<file path="config.mk">
export PLATFORM = sky130hd
export DESIGN_NAME = gh_branch_predictor
export DESIGN_NICKNAME = d
export VERILOG_FILES = /design/src/rtl/gh_bp_pkg.sv /design/src/rtl/bp_ctr_cell.sv /design/src/rtl/bp_ctr_bank.sv /design/src/rtl/bp_ghist.sv /design/src/rtl/gh_branch_predictor.sv
export SDC_FILE = /design/constraint.sdc
export NUM_CORES = 1
export LEC_CHECK = 0
export ABC_AREA = 1
export BUFFER_PORTS_ARGS = -buffer_cell sky130_fd_sc_hd__buf_4
export CAP_MARGIN = 5
export CORE_MARGIN = 1.5
export CORE_UTILIZATION = 41
export CTS_BUF_LIST = sky130_fd_sc_hd__clkbuf_2 sky130_fd_sc_hd__clkbuf_4 sky130_fd_sc_hd__clkbuf_8
export CTS_CLUSTER_SIZE = 16
export DETAILED_ROUTE_END_ITERATION = 10
export PLACE_DENSITY = 0.59
export SLEW_MARGIN = 30
export SYNTH_ARGS = -nofsm -noshare
export SYNTH_HDL_FRONTEND = slang
export SYNTH_SLANG_ARGS = --single-unit
</file>
<file path="constraint.sdc">
create_clock -name clk -period 2.5 [get_ports clk]
set_input_delay 0.375 -clock clk [delete_from_list [all_inputs] [get_ports clk]]
set_output_delay 0.375 -clock clk [all_outputs]
set_load 0.05 [all_outputs]
</file>
<file path="src/rtl/gh_bp_pkg.sv">
package gh_bp_pkg;

   typedef logic [1:0] bp_ctr_t;

   localparam bp_ctr_t CTR_RESET = 2'b10;

   // one step along the chain 10 - 11 - 00 - 01
   function automatic bp_ctr_t ctr_step(input bp_ctr_t cur, input logic taken);
      bp_ctr_t nxt;
      if (taken) begin
         case (cur)
            2'b10:   nxt = 2'b11;
            2'b11:   nxt = 2'b00;
            2'b00:   nxt = 2'b01;
            default: nxt = 2'b01;
         endcase
      end else begin
         case (cur)
            2'b01:   nxt = 2'b00;
            2'b00:   nxt = 2'b11;
            2'b11:   nxt = 2'b10;
            default: nxt = 2'b10;
         endcase
      end
      return nxt;
   endfunction

   // upper bit clear means taken
   function automatic logic ctr_says_taken(input bp_ctr_t cur);
      return ~cur[1];
   endfunction

endpackage

</file>
<file path="src/rtl/bp_ctr_cell.sv">
module bp_ctr_cell
   import gh_bp_pkg::*;
(
   input  logic    clk,
   input  logic    rst_n,
   input  logic    wr_en,
   input  logic    wr_taken,
   output bp_ctr_t state
);

   always_ff @(posedge clk) begin
      if (!rst_n)     state <= CTR_RESET;
      else if (wr_en) state <= ctr_step(state, wr_taken);
   end

   p_top_sat_r3: assert property (@(posedge clk) disable iff (!rst_n)
      (wr_en && wr_taken && state == 2'b01) |=> state == 2'b01);

   p_wrap_r3: assert property (@(posedge clk) disable iff (!rst_n)
      (wr_en && wr_taken && state == 2'b11) |=> state == 2'b00);

   p_bottom_sat_r4: assert property (@(posedge clk) disable iff (!rst_n)
      (wr_en && !wr_taken && state == 2'b10) |=> state == 2'b10);

   p_hold_r9: assert property (@(posedge clk) disable iff (!rst_n)
      !wr_en |=> $stable(state));

endmodule

</file>
<file path="src/rtl/bp_ctr_bank.sv">
module bp_ctr_bank
   import gh_bp_pkg::*;
#(
   parameter int NUM_SETS    = 4,
   parameter int NUM_ENTRIES = 8,
   parameter int SET_W       = 2,
   parameter int IDX_W       = 3
) (
   input  logic             clk,
   input  logic             rst_n,
   input  logic [SET_W-1:0] rd_set,
   input  logic [IDX_W-1:0] rd_idx,
   output logic             rd_taken,
   input  logic             wr_en,
   input  logic [SET_W-1:0] wr_set,
   input  logic [IDX_W-1:0] wr_idx,
   input  logic             wr_taken
);

   localparam int TOTAL = NUM_SETS * NUM_ENTRIES;

   bp_ctr_t    cells [TOTAL];
   logic [TOTAL-1:0] cell_we;

   for (genvar s = 0; s < NUM_SETS; s++) begin : g_set
      for (genvar e = 0; e < NUM_ENTRIES; e++) begin : g_ent
         assign cell_we[s*NUM_ENTRIES+e] = wr_en
                                           && (wr_set == SET_W'(s))
                                           && (wr_idx == IDX_W'(e));
         bp_ctr_cell u_cell (
            .clk      (clk),
            .rst_n    (rst_n),
            .wr_en    (cell_we[s*NUM_ENTRIES+e]),
            .wr_taken (wr_taken),
            .state    (cells[s*NUM_ENTRIES+e])
         );
      end
   end

   always_comb begin
      rd_taken = 1'b0;
      for (int s = 0; s < NUM_SETS; s++) begin
         for (int e = 0; e < NUM_ENTRIES; e++) begin
            if (rd_set == SET_W'(s) && rd_idx == IDX_W'(e))
               rd_taken = ctr_says_taken(cells[s*NUM_ENTRIES+e]);
         end
      end
   end

   p_single_write_r7: assert property (@(posedge clk) disable iff (!rst_n)
      $onehot0(cell_we));

   p_no_write_idle_r9: assert property (@(posedge clk) disable iff (!rst_n)
      !wr_en |-> cell_we == '0);

endmodule

</file>
<file path="src/rtl/bp_ghist.sv">
module bp_ghist #(
   parameter int HIST_BITS = 2,
   parameter int HW        = 2
) (
   input  logic          clk,
   input  logic          rst_n,
   input  logic          upd_valid,
   input  logic          upd_taken,
   output logic [HW-1:0] hist
);

   if (HIST_BITS == 0) begin : g_none
      assign hist = '0;
   end else if (HIST_BITS == 1) begin : g_one
      always_ff @(posedge clk) begin
         if (!rst_n)         hist <= '1;
         else if (upd_valid) hist <= upd_taken;
      end
   end else begin : g_shift
      always_ff @(posedge clk) begin
         if (!rst_n)         hist <= '1;
         else if (upd_valid) hist <= {upd_taken, hist[HW-1:1]};
      end

      p_shift_down_r5: assert property (@(posedge clk) disable iff (!rst_n)
         upd_valid |=> hist[HW-2] == $past(hist[HW-1]));
   end

   if (HIST_BITS > 0) begin : g_chk
      p_newest_top_r5: assert property (@(posedge clk) disable iff (!rst_n)
         upd_valid |=> hist[HW-1] == $past(upd_taken));

      p_hist_hold_r9: assert property (@(posedge clk) disable iff (!rst_n)
         !upd_valid |=> $stable(hist));
   end

endmodule

</file>
<file path="src/rtl/gh_branch_predictor.sv">
module gh_branch_predictor
   import gh_bp_pkg::*;
#(
   parameter int NUM_ENTRIES = 8,
   parameter int HIST_BITS   = 2,
   localparam int IDX_W      = (NUM_ENTRIES > 1) ? $clog2(NUM_ENTRIES) : 1
) (
   input  logic             clk,
   input  logic             rst_n,
   input  logic [IDX_W-1:0] pred_idx,
   output logic             pred_taken,
   input  logic             upd_valid,
   input  logic [IDX_W-1:0] upd_idx,
   input  logic             upd_taken
);

   localparam int HW       = (HIST_BITS == 0) ? 1 : HIST_BITS;
   localparam int NUM_SETS = 1 << HIST_BITS;

   initial begin
      assert (HIST_BITS >= 0 && HIST_BITS <= 2)
         else $error("HIST_BITS must be 0, 1 or 2");
      assert (NUM_ENTRIES >= 2)
         else $error("NUM_ENTRIES must be at least 2");
   end

   logic [HW-1:0] hist;

   bp_ghist #(
      .HIST_BITS (HIST_BITS),
      .HW        (HW)
   ) u_hist (
      .clk       (clk),
      .rst_n     (rst_n),
      .upd_valid (upd_valid),
      .upd_taken (upd_taken),
      .hist      (hist)
   );

   // the write uses the history as it stands before this edge
   bp_ctr_bank #(
      .NUM_SETS    (NUM_SETS),
      .NUM_ENTRIES (NUM_ENTRIES),
      .SET_W       (HW),
      .IDX_W       (IDX_W)
   ) u_bank (
      .clk      (clk),
      .rst_n    (rst_n),
      .rd_set   (hist),
      .rd_idx   (pred_idx),
      .rd_taken (pred_taken),
      .wr_en    (upd_valid),
      .wr_set   (hist),
      .wr_idx   (upd_idx),
      .wr_taken (upd_taken)
   );

   if (HIST_BITS == 0) begin : g_flat_chk
      p_single_set_r8: assert property (@(posedge clk) disable iff (!rst_n)
         hist == '0);
   end

endmodule

</file>
# Word-level counts from Yosys, hierarchy flattened
# Index checks and enable logic that the tools add are counted.
[totals]
register_bits = 66
in_bits = 10
out_inout_bits = 1
word_cells = 409
[classes]
n_eq_ne = 113
n_mux = 128
bitwise = 32
n_reduce_logical = 103
[ops]
columns = ["op", "count"]
rows = [
  ["$pmux 2 s2", 64],
  ["$eq 2x2->1 const B", 66],
  ["$logic_and 1x1->1", 68],
  ["$eq 2x1->1 const B", 33],
  ["$logic_not 2->1", 33],
  ["$mux 2", 32],
  ["$mux 1", 32],
  ["$not 1->1", 32],
  ["$eq 3x3->1 const B", 8],
  ["$eq 3x2->1 const B", 4],
  ["$eq 3x1->1 const B", 2],
  ["$logic_not 3->1", 2],
]

# Depth between registers and ports, before layout
# Gate-level depths: netlist of the first run.
[logic_depth]
ltp_word = 34
mapped_depth = 20
ltp_nobuf = 20

# Cells and area by module
# A second synthesis of the first run with hierarchy kept.
[hier_totals]
cells_unflattened = 726
area_unflattened_um2 = 4197.8
[modules_own_cells]
columns = ["mod", "n_inst", "cells_each", "area_each_um2", "seq_area_each_um2"]
rows = [
  ["bp_ctr_cell", 32, 18, 108.9, 40.0],
  ["bp_ctr_bank", 1, 141, 645.6, 0.0],
  ["bp_ghist", 1, 9, 68.8, 40.0],
]

# Least setup slack after synthesis of the first run
# OpenSTA, ideal clock, no wires.
[synth_path]
path_kind = "input-to-output"
startpoint = "input port pred_idx[1]"
endpoint = "output port pred_taken"
t_arrival_ps = 1931
t_required_ps = 2125
setup_slack_ps = 194
stages = 19
path_buffers = 1
path_cell_list = "buf_6 > nor2_1 > nand2_2 > inv_1 > a21oi_1 > nand2_1 > nand4_1 > nand2_1 > nand4_1 > nand2_1 > nand4_1 > nand2_1 > nand4_1 > nand2_1 > nand4_1 > nand2_1 > nand4_1 > nand2_1 > nand4_2"
[synth_between]
elab_chain_len = 34
word_cells_on_any_way = 72
cone_classes = "eq/ne: 7; mux: 32; reduce/logical: 33"
[synth_rtl]
columns = ["item", "line_no", "text"]
rows = [
  ["start: declaration", "gh_branch_predictor.sv:10", "input logic [IDX_W-1:0] pred_idx,"],
  ["$logic_not 3->1", "bp_ctr_bank.sv:44", "if (rd_set == SET_W'(s) && rd_idx == IDX_W'(e))"],
  ["$logic_and 1x1->1", "bp_ctr_bank.sv:44", ""],
  ["$mux 1 (31 in a row)", "bp_ctr_bank.sv:44", ""],
  ["$mux 1 *", "bp_ctr_bank.sv:44", ""],
  ["end: declaration", "gh_branch_predictor.sv:11", "output logic pred_taken,"],
]
# Mark *: on every way between the ends. The rest lies on a longest branch, timed or not.

# Worst setup path in the final report of the first run
[layout_path]
startpoint = "register u_hist.hist[0]"
endpoint = "output port pred_taken"
[layout_between]
elab_chain_len = 34
word_cells_on_any_way = 68
cone_classes = "eq/ne: 3; mux: 32; reduce/logical: 33"
[layout_rtl]
columns = ["item", "line_no", "text"]
rows = [
  ["start: declaration", "bp_ghist.sv:9", "output logic [HW-1:0] hist"],
  ["start signal: assignment", "bp_ghist.sv:22", "else if (upd_valid) hist <= {upd_taken, hist[HW-1:1]};"],
  ["$logic_not 2->1", "bp_ctr_bank.sv:44", ""],
  ["$logic_and 1x1->1", "bp_ctr_bank.sv:44", ""],
  ["$mux 1 (31 in a row)", "bp_ctr_bank.sv:44", ""],
  ["$mux 1 *", "bp_ctr_bank.sv:44", ""],
]
# Marked as above.

==> flow_summary.toml, run 1 <==
[outcome]
status = "complete, but fails checks"
violations = "negative setup slack"

[sta]
layout_setup_ws_ps = -43.7
slew_headroom_pct = 58.6
fin_setup_tns_ps = -43.7
finalCritPeriodShare_pct = 102
clock.fmax_ghz = 0.393
min_period_ps = 2540
hold_viol_final = 0
drv_slew = 0
setup_viol = 1
rsz0062_at_grt = "yes"
fin_skew_ps = 11.7
worst_pin_slew_ps = 621

[clocking]
clkLatencyLatePin_ps = 350
cts_max_path_buffers = 2
cts_tree = "built"
cts-root-buf = "clkbuf_8"
htreeDepth = 3
clk_pin_slew_ps = 70
cts_inserted_buffers = 9
clkSinkCount = 66

[floorplan]
ios = 11
fp.dieH_um = 96.0
die_area_um2 = 9220
fp.dieW_um = 96.0
start_util_pct = 42.8
coreArea_um2 = 8300
fp-row-count = 33

[critical_path]
required_ps = 2120
critPathArrivalTime_ps = 2170
max_stage_delay_ps = 370
critPathTopFamily = "simple AND/OR/NAND/NOR gates"
endpoint_kind = "output port"
start_kind = "register"
cpMaxStageDelayCell = "dfxtp_4"
crit_type = "register to output port"
crit_buf_inv = 4
worst-path-max-fanout = 5
crit_chain = "inv_4, nor2_4, inv_2, nor2_1, a31o_2, inv_1, nand4_1, nand2_1, nand4_1, nand2_1, nand4_1, nand2_1, nand4_1, nand2_1, nand4_1, nand2_1, nand4_2, buf_6"

[run]
maxCapViolCount = 0

[logic_synthesis]
yosys.cell_types.count = 27
synth_top_cell_area_share_pct = 37.2
ys_seq_area_share_pct = 37.2
syn_area_um2 = 3550
synth_area_leader_cell = "dfxtp_1"
synth_fp_nets = 532
synth_area_per_cell_um2 = 6.80
synth_seq_cells = 66
syn-instance-count = 522
yosysWarningCount = 0
synthTopCellsByArea = "dfxtp_1, a21oi_1, o21ai_0"

[layout]
finalNetCount = 547
fillers = 844
n_antenna_cell = 0
drive_gt1_share_pct = 12.7
layout.cells.non_filler = 647
area_delta_synth_final_pct = 13.2

[power_and_ir_drop]
vdd_drop_max_mv = 0.286
internal_power_uw = 1520
p_per_area_nw_per_um2 = 522
p_leak_uw = 0.00168
p_comb_share_pct = 10.3
sw_frac_of_total_pct = 27.6
pwr-share-clk_pct = 38.7
p_switching_uw = 579
power_uw = 2100
seqPwrFrac_pct = 51.0

[global_route]
antenna_found_initial = 0
grt_pass1_wl_mm = 15.6
globalRouteOverflowTotal = 0
first_global_vias = 3297
grt_usage_pct = 22.4
grt_max_degree = 68

[placement]
dp_hpwl_mm = 6.34
io_buffers = 10
gp_congestion = 0.916
dp_cells = 624

[drt]
wl_per_cell_um = 14.5
drtAntennaViolNets = 0
drt_wl_total_mm = 9.36
dr.pass1.iters = 4
num_vias = 3608
drt_iter0_drc = 158
route.detailed.drc = 0
via_per_inst = 5.58

[min_path]
min_path_type = "input pin to register"
==> Yosys cell counts <==
cell,count
o32ai_1,2
nor2_8,1
buf_6,2
o2111ai_1,11
or3_1,2
nand3_2,1
nand3_1,13
nand4_1,13
o21ai_0,80
a31o_2,3
buf_1,1
nand2_1,66
clkinv_1,1
nor3_1,12
clkbuf_1,17
maj3_1,4
inv_1,65
nor2_2,2
nor2_1,51
inv_2,5
a21oi_1,81
o211ai_1,16
nand4_2,1
dfxtp_1,66
nand2_2,1
nor3_2,1
o221ai_1,4
==> cell families (layout without fill, tap and decap cells) <==
kind of cell / Yosys count / count (layout) / synth area share [%]
AO/OA/AOI/OAI: 197 / 197 / 31.0
adder cells (fa/ha/maj): 4 / 4 / 1.13
buffers and inverters: 91 / 111 / 10.0
flip-flops: 66 / 66 / 37.2
AND/OR/NAND/NOR: 164 / 164 / 20.6
==> sequential cells by signal, indices dropped and copies added (netlist names) <==
| name | count |
|---|---|
| u_bank.g_set.g_ent.u_cell.state | 64 |
| u_hist.hist | 2 |
==> layout make-up <==
class	count	area [µm²]	area share (%)
inverter	71	269	6.70
sequential	66	1330	33.1
timing repair buffer	24	200	4.98
clock buffer	11	145	3.61
multi-input combinational	365	1910	47.5
clock inverter	5	30.0	0.748
tap	105	131	3.27
==> what timing repair did <==
action,CTS,global route
pin swaps,4,3
endpoints found under the setup margin,1,1
hold endpoints to repair,0,0
setup buffers,6,1
gates resized for setup,14,7
hold buffers,0,0
==> worst paths after layout <==
| kind | cells past startpoint | slack, ps | start | to |
|---|---|---|---|---|
| setup / recovery | 18 | -40 | u_hist.hist[0] | pred_taken |
| hold / removal | 2 | 270 | upd_valid | u_hist.hist[1] |
| setup reg to reg | 10 | 710 | u_hist.hist[0] | u_bank.g_set[1].g_ent[0].u_cell.state[1] |
| hold reg to reg | 1 | 500 | u_bank.g_set[3].g_ent[4].u_cell.state[0] | u_bank.g_set[3].g_ent[4].u_cell.state[1] |
==> placed cells by master, fill, tap and decap left out, drive strengths merged <==
master and n:
a21oi 81, o21ai 80, inv 69, nand2 67
dfxtp 66, nor2 54, buf 24, o211ai 16
nand4 14, nand3 14, nor3 13, o2111ai 11
clkbuf 11, clkinv 5, maj3 4, o221ai 4
a31o 3, or3 2, clkinvlp 2, o32ai 2
==> power by group through the flow <==
stage | Combinational, µW | Clock (µW) | Sequential (µW)
global route | 244 | 885 | 1070
finish | 217 | 812 | 1070
global placement | 202 | 0 | 1090
CTS | 215 | 839 | 1070
floorplan | 144 | 0 | 1090
detailed placement | 205 | 0 | 1090
==> metal layers <==
| layer | GRT usage (%) | share of wire (%) | up-vias |
|---|---|---|---|
| met5 | 0 | 0 | - |
| met4 | 10.7 | 2.5 | 0 |
| met3 | 4.34 | 3.5 | 19 |
| met2 | 35.9 | 45 | 84 |
| met1 | 28.8 | 49 | 1662 |
| li1 | - | - | 1843 |
==> through the flow <==
stage / setup WS, ps / hold WS [ps] / instance area, µm² / utilization, %
4_1_cts: -58.6 / 252 / 3990 / 48.0
3_5_place_dp: 55.7 / 491 / 3730 / 44.9
5_1_grt: -307 / 272 / 4020 / 48.4
3_3_place_gp: 69.3 / 481 / 3730 / 44.9
6_report: -43.7 / 272 / 4020 / 48.4
2_1_floorplan: 194 / 468 / 3550 / -
Power figures use the tool's default switching activity.
==> inputs of run 2 (changes only) <==
--- a/config.mk
+++ b/config.mk
@@ -10,7 +10,6 @@
 export CAP_MARGIN = 5
 export CORE_MARGIN = 1.5
 export CORE_UTILIZATION = 41
-export CTS_BUF_LIST = sky130_fd_sc_hd__clkbuf_2 sky130_fd_sc_hd__clkbuf_4 sky130_fd_sc_hd__clkbuf_8
 export CTS_CLUSTER_SIZE = 16
 export DETAILED_ROUTE_END_ITERATION = 10
 export PLACE_DENSITY = 0.59
==> run 2 against run 1 <==
Against the previous run: flip-flop and latch count unchanged; clock skew up 1.6 ps; hold slack better by 3.0 ps; the flow still finishes with violations (negative setup slack); combinational power about the same; clock-buffer cell count unchanged; die area unchanged.
==> flow_summary.toml, run 2 (same netlist as run 1, synthesis figures left out) <==
[drt]
drtAntennaViolNets = 0
drt_wl_total_mm = 9.39
drt_iter0_drc = 160
dr.pass1.iters = 5
route.detailed.drc = 0
via_per_inst = 5.57
num_vias = 3601
wl_per_cell_um = 14.5

[sta]
fin_skew_ps = 13.4
fin_setup_tns_ps = -49.9
min_period_ps = 2550
layout_setup_ws_ps = -49.9
slew_headroom_pct = 58.6
hold_viol_final = 0
holdWs_ps = 275
setup_viol = 1
rsz0062_at_grt = "yes"
clock.fmax_ghz = 0.392
finalCritPeriodShare_pct = 102
drv_slew = 0
worst_pin_slew_ps = 621

[power_and_ir_drop]
pwr-share-clk_pct = 38.5
vdd_drop_max_mv = 0.286
p_switching_uw = 582
sw_frac_of_total_pct = 27.9
p_comb_share_pct = 10.4
p_per_area_nw_per_um2 = 521
p_leak_uw = 0.00168
internal_power_uw = 1510
seqPwrFrac_pct = 51.1

[clocking]
cts_inserted_buffers = 9
clk_pin_slew_ps = 70
clkLatencyLatePin_ps = 350
clkSinkCount = 66
cts-root-buf = "clkbuf_8"
cts_max_path_buffers = 2
htreeDepth = 3
cts_hold_buf = 0
cts_tree = "built"

[floorplan]
start_util_pct = 42.8
die_area_um2 = 9220
coreArea_um2 = 8300
fp-row-count = 33
fp.dieH_um = 96.0
ios = 11
fp.dieW_um = 96.0

[critical_path]
endpoint_kind = "output port"
max_stage_delay_ps = 370
start_kind = "register"
required_ps = 2120
crit_type = "register to output port"
cpMaxStageDelayCell = "dfxtp_4"
worst-path-max-fanout = 5
crit_chain = "inv_4, nor2_4, inv_2, nor2_1, a31o_2, inv_1, nand4_1, nand2_1, nand4_1, nand2_1, nand4_1, nand2_1, nand4_1, nand2_1, nand4_1, nand2_1, nand4_2, buf_6"
critPathArrivalTime_ps = 2170

[layout]
top_regs = "u_bank.g_set.g_ent.u_cell.state (64), u_hist.hist (2)"
final_cell_mix = "a21oi_1, o21ai_0, nand2_1, dfxtp_1, inv_1"
finalNetCount = 547
top_register = "u_bank.g_set.g_ent.u_cell.state"
drive_gt1_share_pct = 12.5
final_area_um2 = 4010
area_delta_synth_final_pct = 13.1
layout.cells.non_filler = 647
n_antenna_cell = 0
fillers = 844
largest_reg_flops = 64

[global_route]
grt_usage_pct = 22.4
globalRouteOverflowTotal = 0
grt_max_degree = 68
antenna_found_initial = 0
first_global_vias = 3290
grt_pass1_wl_mm = 15.6

[placement]
placed_cell_area_um2 = 3730
io_buffers = 10
dp_cells = 624
dp_hpwl_mm = 6.34
gp_congestion = 0.916

[outcome]
violations = "negative setup slack"
status = "complete, but fails checks"

[run]
maxCapViolCount = 0

[min_path]
min_path_type = "input pin to register"
run 2: cell counts in the layout (fill, tap and decap cells not counted):
No cell type changed its count.
run 2: metrics by stage:
step	utilization [%]	total power, µW	worst slack [ps]
5_1_grt	48.3	2190	-310
3_3_place_gp	44.9	1290	69.3
2_1_floorplan	-	1230	194
4_1_cts	48.0	2110	-58.6
3_5_place_dp	44.9	1300	55.7
6_report	48.3	2090	-49.9
run 2: critical path: cells and delay by family, from the launching register on:
family / cells / cell delay [ps]
simple gates: 13 / 880
flops: 1 / 370
buf+inv: 4 / 370
compound gates: 1 / 210
run 2: final cells by class:
cell class | instances | area, µm² | share of cell area [%]
Clock buffer | 11 | 141 | 3.52
Timing Repair Buffer | 24 | 200 | 4.99
Tap cell | 105 | 131 | 3.27
Inverter | 71 | 269 | 6.70
Multi-Input combinational cell | 365 | 1910 | 47.6
Sequential cell | 66 | 1330 | 33.2
Clock inverter | 5 | 30.0 | 0.748
run 2: final timing paths:
kind	start	slack [ps]	endpoint	cells past startpoint
max reg2reg	u_hist.hist[0]	700	u_bank.g_set[1].g_ent[0].u_cell.state[1]	10
max	u_hist.hist[0]	-50	pred_taken	18
min	upd_valid	270	u_hist.hist[1]	2
min reg2reg	u_bank.g_set[3].g_ent[4].u_cell.state[0]	500	u_bank.g_set[3].g_ent[4].u_cell.state[1]	1
run 2: routing by layer:
layer	track usage, %	up-vias	share of wire (%)
li1	-	1843	-
met1	29.1	1653	49
met2	35.9	84	44
met3	4.27	21	4.0
met4	10.4	0	2.5
met5	0	-	0
run 2: timing repair:
item / 4_1_cts / 5_1_grt
pin swaps: 4 / 3
buffers inserted: 6 / 1
resized for setup: 14 / 7
setup endpoints to repair: 1 / 1
hold endpoints to repair: 0 / 0
run 2: power by group through the flow:
stage          clock network [µW]  logic (µW)  registers [µW]
2_1_floorplan                   0         144            1090
3_3_place_gp                    0         202            1090
3_5_place_dp                    0         205            1090
4_1_cts                       830         215            1070
5_1_grt                       876         244            1070
6_report                      805         217            1070
==> inputs of run 3 (changes only) <==
--- a/config.mk
+++ b/config.mk
@@ -13,6 +13,7 @@
 export CTS_CLUSTER_SIZE = 16
 export DETAILED_ROUTE_END_ITERATION = 10
 export PLACE_DENSITY = 0.59
+export REMOVE_ABC_BUFFERS = 1
 export SLEW_MARGIN = 30
 export SYNTH_ARGS = -nofsm -noshare
 export SYNTH_HDL_FRONTEND = slang
==> run 3 against run 2 <==
Against the previous run: the run still ends with negative setup slack left; clock power up 14%; setup slack worse by 47 ps; global-route usage fell by 0.51 points; hold slack got worse by 4.4 ps; critical path depth down 1; final cell count is 0.15% higher; first-iteration DRC count rose by 57%; via count barely moved; critical path type unchanged.
==> flow_summary.toml, run 3 (same netlist as run 1, synthesis figures left out) <==
[sta]
holdWs_ps = 270
clock.fmax_ghz = 0.385
rsz0062_at_grt = "yes"
min_period_ps = 2600
worst_pin_slew_ps = 631
hold_viol_final = 0
layout_setup_ws_ps = -96.9
setup_viol = 1
slew_headroom_pct = 57.9
drv_slew = 0
finalCritPeriodShare_pct = 104
fin_skew_ps = 8.43

[critical_path]
critPathArrivalTime_ps = 2220
worst-path-max-fanout = 4
required_ps = 2120
cp-startpoint = "u_hist.hist[0]"
crit_type = "register to output port"
start_kind = "register"
endpoint_kind = "output port"
r2r_start = "u_hist.hist[0]"

[layout]
final_common_cell = "a21oi_1"
top_register = "u_bank.g_set.g_ent.u_cell.state"
finalNetCount = 548
fin_util_pct = 48.7
drive_gt1_share_pct = 12.5
top_regs = "u_bank.g_set.g_ent.u_cell.state (64), u_hist.hist (2)"
final_cell_mix = "a21oi_1, o21ai_0, nand2_1, inv_1, dfxtp_1"
area_delta_synth_final_pct = 13.8
n_antenna_cell = 0
largest_reg_flops = 64

[clocking]
cts_tree = "built"
clkSinkCount = 66
cts_hold_buf = 0
cts-root-buf = "clkbuf_8"
clkLatencyLatePin_ps = 350
cts_inserted_buffers = 9
htreeDepth = 3
cts_max_path_buffers = 2
clk_pin_slew_ps = 70

[floorplan]
start_util_pct = 42.8
die_area_um2 = 9220
coreArea_um2 = 8300
fp.dieH_um = 96.0
fp-row-count = 33
fp.dieW_um = 96.0
ios = 11

[drt]
wl_per_cell_um = 14.8
route.detailed.drc = 0
num_vias = 3602
dr.pass1.iters = 4
drtAntennaViolNets = 0
via_per_inst = 5.56
drt_wl_total_mm = 9.56
drt_iter0_drc = 252

[min_path]
hold_start = "upd_valid"
min_path_type = "input pin to register"

[run]
maxCapViolCount = 0

[global_route]
antenna_found_initial = 0
globalRouteOverflowTotal = 0
grt_max_degree = 68
first_global_vias = 3248
grt_usage_pct = 21.9
grt_pass1_wl_mm = 15.4

[placement]
dp_hpwl_mm = 6.39
gp_congestion = 0.985
io_buffers = 10

[outcome]
violations = "negative setup slack"
status = "complete, but fails checks"

[power_and_ir_drop]
p_per_area_nw_per_um2 = 546
p_leak_uw = 0.00170
vdd_drop_max_mv = 0.329
[run 3: metrics by stage]
step / setup TNS [ps] / instance area, µm² / power (µW) / worst slack (ps) / cells
after global routing: -255 / 4040 / 2290 / -255 / 648
after detailed placement: -2.12 / 3740 / 1300 / -2.12 / 625
after global placement: 0 / 3740 / 1300 / 63.4 / 625
after floorplan: 0 / 3460 / 1210 / 309 / 502
after CTS: -90.0 / 4010 / 2230 / -90.0 / 646
final: -96.9 / 4040 / 2210 / -96.9 / 648
[run 3: per-layer routing]
layer | share of wire (%) | GRT usage, % | vias to the layer above
li1 | - | - | 1850
met1 | 49 | 28.0 | 1659
met2 | 46 | 36.3 | 79
met3 | 4.5 | 4.98 | 14
met4 | 1.1 | 7.48 | 0
met5 | 0 | 0 | -
[run 3: what timing repair did]
action | in CTS | in global routing
endpoints found under the setup margin | 1 | 1
buffers inserted | 5 | 2
hold endpoints to repair | 0 | 0
gates cloned | 0 | 0
gates resized for setup | 19 | 3
pin swaps | 5 | 5
[run 3: worst paths after layout]
path                            slack, ps  cells past startpoint                                       end
worst max-delay path                 -100                     17                                pred_taken
worst min-delay path                  270                      2                            u_hist.hist[1]
worst max register to register        770                      8  u_bank.g_set[0].g_ent[6].u_cell.state[1]
worst min register to register        500                      2  u_bank.g_set[0].g_ent[3].u_cell.state[1]
[run 3: power by group]
group	total [µW]	switching, µW	internal, µW
Sequential	1070	9.77	1060
Combinational	223	153	69.2
Clock	915	426	489
Total	2210	589	1620
[run 3: area by class of cell]
| cell class | count | area, µm² |
|---|---|---|
| repair buffers | 25 | 208 |
| multi-input cells | 365 | 1900 |
| well taps | 105 | 131 |
| clock buffers | 12 | 145 |
| fillers | 837 | 4260 |
| inverters | 71 | 272 |
| clock inverters | 4 | 51.3 |
| flip-flops and latches | 66 | 1330 |
[run 3: critical path, cell delays in order (launching register included)]
cell and delay, ps:
dfxtp_4 370, nor2_4 160, inv_2 60, or3_1 300
nand4_1 80, nand2_1 60, nand4_1 70, nand2_1 50
nand4_1 60, nand2_1 50, nand4_1 70, nand2_1 50
nand4_1 70, nand2_1 50, nand4_1 60, nand2_1 70
nand4_2 80, buf_6 160
